`config.mk`:
```
export PLATFORM = sky130hd
export DESIGN_NAME = irfr_tx_framer
export DESIGN_NICKNAME = d
export VERILOG_FILES = /design/src/rtl/irfr_pkg.sv /design/src/rtl/irfr_pattern_rom.sv /design/src/rtl/irfr_ctrl.sv /design/src/rtl/irfr_serializer.sv /design/src/rtl/irfr_status.sv /design/src/rtl/irfr_tx_framer.sv
export SDC_FILE = /design/constraint.sdc
export NUM_CORES = 1
export LEC_CHECK = 0
export ABC_AREA = 1
export BUFFER_PORTS_ARGS = -buffer_cell sky130_fd_sc_hd__buf_2
export CORE_ASPECT_RATIO = 1.25
export CORE_UTILIZATION = 55
export DETAILED_ROUTE_END_ITERATION = 6
export GPL_ROUTABILITY_DRIVEN = 0
export GPL_TIMING_DRIVEN = 0
export PLACE_DENSITY = 0.87
export SYNTH_ARGS = -nofsm -noshare
export SYNTH_HDL_FRONTEND = slang
export SYNTH_SLANG_ARGS = --single-unit
```
`constraint.sdc`:
```
create_clock -name clk_i -period 3.98 [get_ports clk_i]
set_input_delay 0.796 -clock clk_i [delete_from_list [all_inputs] [get_ports clk_i]]
set_output_delay 0.796 -clock clk_i [all_outputs]
set_load 0.05 [all_outputs]
```
`src/rtl/irfr_pkg.sv`:
```
package irfr_pkg;

  localparam int SYM_CHIPS = 4;

  typedef enum logic [2:0] {
    ST_IDLE,
    ST_PRE,
    ST_SOF,
    ST_DATA,
    ST_EOF
  } tx_state_e;

  function automatic logic [SYM_CHIPS-1:0] ppm_sym(input logic [1:0] dibit);
    return 4'b0001 << dibit;
  endfunction

  function automatic logic [1:0] pick_dibit(input logic [7:0] b, input logic [1:0] sel);
    logic [1:0] d;
    case (sel)
      2'd0:    d = b[7:6];
      2'd1:    d = b[5:4];
      2'd2:    d = b[3:2];
      default: d = b[1:0];
    endcase
    return d;
  endfunction

endpackage

```
`src/rtl/irfr_pattern_rom.sv`:
```
module irfr_pattern_rom #(
  parameter int PRE_SYMS  = 4,
  parameter int FLAG_SYMS = 8,
  parameter int IDX_W     = 6,
  parameter logic [4*PRE_SYMS-1:0]  PRE_PAT    = 16'h8421,
  parameter logic [4*FLAG_SYMS-1:0] START_FLAG = 32'h06063030,
  parameter logic [4*FLAG_SYMS-1:0] STOP_FLAG  = 32'h60063030,
  parameter logic [4*FLAG_SYMS-1:0] IDLE_FLAG  = 32'h06063030
) (
  input  logic [IDX_W-1:0] idx_i,
  output logic [3:0]       pre_sym_o,
  output logic [3:0]       start_sym_o,
  output logic [3:0]       stop_sym_o,
  output logic [3:0]       idle_sym_o
);

  localparam int PSEL_W = (PRE_SYMS > 1) ? $clog2(PRE_SYMS) : 1;
  localparam int FSEL_W = (FLAG_SYMS > 1) ? $clog2(FLAG_SYMS) : 1;

  logic [3:0] pre_tab   [PRE_SYMS];
  logic [3:0] start_tab [FLAG_SYMS];
  logic [3:0] stop_tab  [FLAG_SYMS];
  logic [3:0] idle_tab  [FLAG_SYMS];

  for (genvar g = 0; g < PRE_SYMS; g++) begin : g_pre
    assign pre_tab[g] = PRE_PAT[4*g +: 4];
  end

  for (genvar g = 0; g < FLAG_SYMS; g++) begin : g_flag
    assign start_tab[g] = START_FLAG[4*g +: 4];
    assign stop_tab[g]  = STOP_FLAG[4*g +: 4];
    assign idle_tab[g]  = IDLE_FLAG[4*g +: 4];
  end

  logic [PSEL_W-1:0] pre_sel;
  logic [FSEL_W-1:0] flag_sel;

  always_comb begin
    pre_sel  = PSEL_W'(32'(idx_i) % PRE_SYMS);
    flag_sel = (32'(idx_i) < FLAG_SYMS) ? FSEL_W'(idx_i) : '0;
  end

  assign pre_sym_o   = pre_tab[pre_sel];
  assign start_sym_o = start_tab[flag_sel];
  assign stop_sym_o  = stop_tab[flag_sel];
  assign idle_sym_o  = idle_tab[flag_sel];

endmodule

```
`src/rtl/irfr_ctrl.sv`:
```
module irfr_ctrl
  import irfr_pkg::*;
#(
  parameter int PRE_SYMS  = 4,
  parameter int PRE_REPS  = 16,
  parameter int FLAG_SYMS = 8,
  parameter int IDX_W     = 6
) (
  input  logic             clk_i,
  input  logic             rst_ni,
  input  logic             enable_i,
  input  logic             load_i,
  input  logic             sof_i,
  input  logic [7:0]       data_i,
  input  logic             last_i,
  input  logic             valid_i,
  input  logic [3:0]       pre_sym_i,
  input  logic [3:0]       start_sym_i,
  input  logic [3:0]       stop_sym_i,
  input  logic [3:0]       idle_sym_i,
  output logic [IDX_W-1:0] idx_o,
  output logic [3:0]       sym_o,
  output logic             ready_o,
  output logic             urun_o
);

  localparam int PRE_TOTAL = PRE_SYMS * PRE_REPS;
  localparam logic [IDX_W-1:0] PRE_END  = IDX_W'(PRE_TOTAL - 1);
  localparam logic [IDX_W-1:0] FLAG_END = IDX_W'(FLAG_SYMS - 1);

  tx_state_e        state_q, state_d;
  logic [IDX_W-1:0] idx_q, idx_d;
  logic [1:0]       dib_q, dib_d;
  logic [7:0]       byte_q, byte_d;
  logic             last_q, last_d;
  logic             pend_q, pend_d;
  logic             fetch;

  always_comb begin
    state_d = state_q;
    idx_d   = idx_q;
    dib_d   = dib_q;
    byte_d  = byte_q;
    last_d  = last_q;
    pend_d  = pend_q | (sof_i && state_q == ST_IDLE);
    sym_o   = '0;
    fetch   = 1'b0;
    urun_o  = 1'b0;
    unique case (state_q)
      ST_IDLE: begin
        sym_o = idle_sym_i;
        if (load_i) begin
          if (idx_q == FLAG_END) begin
            idx_d = '0;
            if (pend_q) begin
              state_d = ST_PRE;
              pend_d  = 1'b0;
            end
          end else begin
            idx_d = idx_q + 1'b1;
          end
        end
      end
      ST_PRE: begin
        sym_o = pre_sym_i;
        if (load_i) begin
          if (idx_q == PRE_END) begin
            idx_d   = '0;
            state_d = ST_SOF;
          end else begin
            idx_d = idx_q + 1'b1;
          end
        end
      end
      ST_SOF: begin
        sym_o = start_sym_i;
        if (load_i) begin
          if (idx_q == FLAG_END) begin
            idx_d   = '0;
            dib_d   = '0;
            state_d = ST_DATA;
          end else begin
            idx_d = idx_q + 1'b1;
          end
        end
      end
      ST_DATA: begin
        if (dib_q == 2'd0) begin
          // byte fetch slot: an empty buffer turns this slot into stop symbol 0
          sym_o = valid_i ? ppm_sym(data_i[7:6]) : stop_sym_i;
          if (load_i) begin
            fetch = 1'b1;
            if (valid_i) begin
              byte_d = data_i;
              last_d = last_i;
              dib_d  = 2'd1;
            end else begin
              urun_o  = 1'b1;
              state_d = ST_EOF;
              idx_d   = IDX_W'(1);
            end
          end
        end else begin
          sym_o = ppm_sym(pick_dibit(byte_q, dib_q));
          if (load_i) begin
            if (dib_q == 2'd3) begin
              dib_d = 2'd0;
              if (last_q) begin
                state_d = ST_EOF;
                idx_d   = '0;
              end
            end else begin
              dib_d = dib_q + 2'd1;
            end
          end
        end
      end
      ST_EOF: begin
        sym_o = stop_sym_i;
        if (load_i) begin
          if (idx_q == FLAG_END) begin
            idx_d   = '0;
            state_d = ST_IDLE;
          end else begin
            idx_d = idx_q + 1'b1;
          end
        end
      end
      default: state_d = ST_IDLE;
    endcase
  end

  assign ready_o = fetch;
  assign idx_o   = idx_q;

  always_ff @(posedge clk_i or negedge rst_ni) begin
    if (!rst_ni) begin
      state_q <= ST_IDLE;
      idx_q   <= '0;
      dib_q   <= '0;
      byte_q  <= '0;
      last_q  <= 1'b0;
      pend_q  <= 1'b0;
    end else if (!enable_i) begin
      state_q <= ST_IDLE;
      idx_q   <= '0;
      dib_q   <= '0;
      last_q  <= 1'b0;
      pend_q  <= 1'b0;
    end else begin
      state_q <= state_d;
      idx_q   <= idx_d;
      dib_q   <= dib_d;
      byte_q  <= byte_d;
      last_q  <= last_d;
      pend_q  <= pend_d;
    end
  end

endmodule

```
`src/rtl/irfr_serializer.sv`:
```
module irfr_serializer
  import irfr_pkg::*;
(
  input  logic       clk_i,
  input  logic       rst_ni,
  input  logic       enable_i,
  input  logic       chip_en_i,
  input  logic [3:0] sym_i,
  output logic       load_o,
  output logic       chip_o,
  output logic       sym_start_o
);

  localparam int CNT_W = $clog2(SYM_CHIPS);

  logic [CNT_W-1:0]     cnt_q;
  logic [SYM_CHIPS-1:0] sh_q;

  assign load_o = enable_i && chip_en_i && (cnt_q == '0);

  always_ff @(posedge clk_i or negedge rst_ni) begin
    if (!rst_ni) begin
      cnt_q       <= '0;
      sh_q        <= '0;
      chip_o      <= 1'b0;
      sym_start_o <= 1'b0;
    end else if (!enable_i) begin
      cnt_q       <= '0;
      chip_o      <= 1'b0;
      sym_start_o <= 1'b0;
    end else if (chip_en_i) begin
      if (cnt_q == '0) begin
        sh_q        <= sym_i;
        chip_o      <= sym_i[0];
        sym_start_o <= 1'b1;
      end else begin
        chip_o      <= sh_q[cnt_q];
        sym_start_o <= 1'b0;
      end
      cnt_q <= cnt_q + 1'b1;
    end
  end

endmodule

```
`src/rtl/irfr_status.sv`:
```
module irfr_status (
  input  logic clk_i,
  input  logic rst_ni,
  input  logic evt_i,
  input  logic clr_i,
  input  logic ie_i,
  output logic pulse_o,
  output logic irq_o
);

  logic sts_q;

  always_ff @(posedge clk_i or negedge rst_ni) begin
    if (!rst_ni) begin
      sts_q   <= 1'b0;
      pulse_o <= 1'b0;
    end else begin
      pulse_o <= evt_i;
      if (evt_i)      sts_q <= 1'b1;
      else if (clr_i) sts_q <= 1'b0;
    end
  end

  assign irq_o = sts_q & ie_i;

endmodule

```
`src/rtl/irfr_tx_framer.sv`:
```
module irfr_tx_framer #(
  parameter int PRE_SYMS  = 4,
  parameter int PRE_REPS  = 16,
  parameter int FLAG_SYMS = 8,
  parameter logic [4*PRE_SYMS-1:0]  PRE_PAT    = 16'h8421,
  parameter logic [4*FLAG_SYMS-1:0] START_FLAG = 32'h06063030,
  parameter logic [4*FLAG_SYMS-1:0] STOP_FLAG  = 32'h60063030,
  parameter logic [4*FLAG_SYMS-1:0] IDLE_FLAG  = 32'h06063030
) (
  input  logic       clk_i,
  input  logic       rst_ni,
  input  logic       enable_i,
  input  logic       chip_en_i,
  input  logic       sof_i,
  input  logic [7:0] tx_data_i,
  input  logic       tx_last_i,
  input  logic       tx_valid_i,
  output logic       tx_ready_o,
  output logic       chip_o,
  output logic       sym_start_o,
  input  logic       urun_ie_i,
  input  logic       urun_clr_i,
  output logic       urun_pulse_o,
  output logic       irq_o
);

  localparam int PRE_TOTAL = PRE_SYMS * PRE_REPS;
  localparam int SEG_MAX   = (PRE_TOTAL > FLAG_SYMS) ? PRE_TOTAL : FLAG_SYMS;
  localparam int IDX_W     = (SEG_MAX > 1) ? $clog2(SEG_MAX) : 1;

  logic [IDX_W-1:0] idx;
  logic [3:0]       pre_sym, start_sym, stop_sym, idle_sym, next_sym;
  logic             load, urun_evt;

  irfr_pattern_rom #(
    .PRE_SYMS  (PRE_SYMS),
    .FLAG_SYMS (FLAG_SYMS),
    .IDX_W     (IDX_W),
    .PRE_PAT   (PRE_PAT),
    .START_FLAG(START_FLAG),
    .STOP_FLAG (STOP_FLAG),
    .IDLE_FLAG (IDLE_FLAG)
  ) u_rom (
    .idx_i      (idx),
    .pre_sym_o  (pre_sym),
    .start_sym_o(start_sym),
    .stop_sym_o (stop_sym),
    .idle_sym_o (idle_sym)
  );

  irfr_ctrl #(
    .PRE_SYMS (PRE_SYMS),
    .PRE_REPS (PRE_REPS),
    .FLAG_SYMS(FLAG_SYMS),
    .IDX_W    (IDX_W)
  ) u_ctrl (
    .clk_i      (clk_i),
    .rst_ni     (rst_ni),
    .enable_i   (enable_i),
    .load_i     (load),
    .sof_i      (sof_i),
    .data_i     (tx_data_i),
    .last_i     (tx_last_i),
    .valid_i    (tx_valid_i),
    .pre_sym_i  (pre_sym),
    .start_sym_i(start_sym),
    .stop_sym_i (stop_sym),
    .idle_sym_i (idle_sym),
    .idx_o      (idx),
    .sym_o      (next_sym),
    .ready_o    (tx_ready_o),
    .urun_o     (urun_evt)
  );

  irfr_serializer u_ser (
    .clk_i      (clk_i),
    .rst_ni     (rst_ni),
    .enable_i   (enable_i),
    .chip_en_i  (chip_en_i),
    .sym_i      (next_sym),
    .load_o     (load),
    .chip_o     (chip_o),
    .sym_start_o(sym_start_o)
  );

  irfr_status u_sts (
    .clk_i  (clk_i),
    .rst_ni (rst_ni),
    .evt_i  (urun_evt),
    .clr_i  (urun_clr_i),
    .ie_i   (urun_ie_i),
    .pulse_o(urun_pulse_o),
    .irq_o  (irq_o)
  );

endmodule

```
==> flow_metrics.tcl <==
set metrics [dict create \
    grt_pass1_wl_um 8080 \
    worst_pin_slew_ns 0.632 \
    synth_top_family_by_area "simple AND/OR/NAND/NOR gates" \
    final-max-slew-violation-count 0 \
    synth_compound_area_share_pct 7.03 \
    rsz0062_at_grt "false" \
    fin_cells 358 \
    async_flop_share_pct 100 \
    layout_common_cells "nand2_1, inv_1, nand3_1" \
    drt_iter0_drc 115 \
    fin_crit_sh_pct 71.0 \
    fillers 315 \
    whs_ns 0.476 \
    required_ns 3.18 \
    die_height_um 70.5 \
    synth_cell_type_count 32 \
    vias_per_cell 5.42 \
    cts_root_buffer "clkbuf_8" \
    synth_seq_cells 29 \
    area_delta_synth_final_pct 12.1 \
    wl_per_cell_um 12.6 \
    synth.net_count 318 \
    setup_viol 0 \
    timing.fmax_mhz 354 \
    failed_checks "DRC" \
    place_ws_ns 1.28 \
    synthSimpleGateAreaFrac_pct 37.8 \
    cts_tree "built" \
    clk_latency_ns 0.29 \
    fin_skew_ns 0.00471 \
    cts_hold_buf 0 \
    synth_adder_area_share_pct 6.06 \
    dr.pass1.iters 7 \
    startpoint_type "flip-flop" \
    holdCritPathClass "flip-flop to flip-flop" \
    min_period_ns 2.83 \
    dp_hpwl_um 3400 \
    ir_worst_vdd_mv 0.274 \
    clk_pin_slew_ns 0.06 \
    post-cts-setup-buffers 0 \
    pwr_density_cell_nw_per_um2 497 \
    maxSlewHeadroom_pct 57.8 \
    drtAntennaViolNets 0 \
    grt_max_degree 30 \
    grt_pass1_vias 1871 \
    yosysWarnings 0 \
    vias 1940 \
    synth_edf_count 0 \
    cts_buffers 5 \
    antenna_cells 0 \
    worstPathArrival_ns 2.03 \
    drcViolationCount 6 \
    syn_avg_cell_area_um2 7.09 \
    postCtsResizedCells 0 \
    h-tree-depth 2 \
    ys_seq_area_share_pct 35.2 \
    fin_nets 345 \
    crit_type "flip-flop to output pin" \
    ys.flop_type "dfrtp_1" \
    tns_ns 0 \
    muxShareOfSynthArea_pct 4.36 \
    hold_violations 0 \
    coreArea_um2 3540 \
    cp_max_fo 8 \
    dieArea_um2 4000 \
    track_usage_pct 25.9 \
    cts.sinks 29 \
    antenna_found_initial 0 \
    drive_above_1_share_pct 16.3 \
    die_x_um 56.8 \
    totalWireLength_um 4520 \
    ioPinCount 22 \
    final_common_cell "nand2_1" \
    clockBufferDepth 2 \
    fin_ws_ns 1.15 \
    placed_cells 350 \
    port_buffers 20 \
    syn_area_um2 2060 \
    status "finished with violations" \
    end_kind "output pin" \
    synthXorXnorAreaFrac_pct 0.848 \
    drv_cap 0 \
    grt_overflow 0 \
    synthCells 291 \
    initial_core_util_pct 58.3 \
    num_rows 24 \
    p_leak_nw 1.30 \
]
where the power goes:
part	internal (mW)	leakage [nW]	switching (mW)
Clock	0.156	0.0542	0.113
Combinational	0.166	0.848	0.311
Sequential	0.351	0.393	0.0541
layer usage:
layer  up-vias  routed length, µm  share of wire [%]  global-route usage, %
li1        991                  -                  -                      -
met2        54               2250                 50                   44.6
met5         -                  0                  0                      0
met1       883               1900                 42                   30.5
met4         0                123                2.7                   11.9
met3        12                244                5.4                   5.93
synth_stat cells, types with 2 or more instances:
library cell,number,share of area [%]
dfrtp_1,29,35
buf_2,2,0.48
a211oi_1,2,0.73
a21oi_1,6,1.5
nor2_1,25,4.5
nand2_1,92,17
nor3_1,2,0.48
inv_2,3,0.55
inv_1,39,7.1
nand2_4,2,1.1
nand4_1,10,3.0
mux2_4,6,4.4
nor2_4,3,1.6
nand3_1,30,7.3
ha_1,10,6.1
o21ai_0,11,2.7
nor2_2,3,0.91
o21ai_1,2,0.48
kinds of logic after synthesis:
family,Yosys count
mux,6
flops,29
xor+xnor,2
fa+ha+maj,10
simple gates,172
compound gates,26
buf+inv,46
registers in the layout, indices dropped and copies added (netlist names), 2 cells and up:
signal / cells
u_ctrl.dib_q: 2
u_ser.cnt_q: 2
u_ser.sh_q: 4
u_ctrl.idx_o: 6
u_ctrl.state_q: 3
u_ctrl.byte_q: 6
critical path, stage by stage (launching register included):
cell and delay (ns):
dfrtp_1 0.42, inv_1 0.11, ha_1 0.20, nand2_1 0.18
nor2_4 0.27, inv_2 0.11, nor2_1 0.16, buf_2 0.28
area by class of cell:
cell class	instances	area, µm²	area share (%)
plain buffers	3	17.5	0.757
flip-flops and latches	29	726	31.4
well taps	39	48.8	2.11
inverters	43	163	7.03
repair buffers	20	100	4.32
multi-input cells	216	1160	50.1
clock inverters	1	5.00	0.216
clock buffers	7	96.3	4.16
stage by stage:
step | instance area, µm² | power, mW | utilization (%)
floorplan | 2060 | 0.766 | -
global placement | 2210 | 0.862 | 62.5
detailed placement | 2210 | 0.875 | 62.5
CTS | 2310 | 1.15 | 65.3
global route | 2310 | 1.24 | 65.3
finish | 2310 | 1.15 | 65.3
path summary, 6_finish.rpt:
path	start	to	slack (ns)	cells after the start
worst min register to register	u_ser.sym_start_o$_DFFE_PN0P_	u_ser.sym_start_o$_DFFE_PN0P_	0.48	2
worst min-delay path	u_ser.sym_start_o$_DFFE_PN0P_	u_ser.sym_start_o$_DFFE_PN0P_	0.48	2
worst max register to register	u_ctrl.idx_o[4]$_DFFE_PN0P_	u_ser.chip_o$_DFFE_PN0P_	2.09	11
min in group asynchronous	rst_ni	u_ctrl.idx_o[2]$_DFFE_PN0P_	0.53	1
max in group asynchronous	rst_ni	u_sts.pulse_o$_DFF_PN0_	3.04	1
worst max-delay path	u_ser.cnt_q[0]$_DFFE_PN0P_	tx_ready_o	1.15	7
No activity file was read; power rests on OpenSTA's default activity.
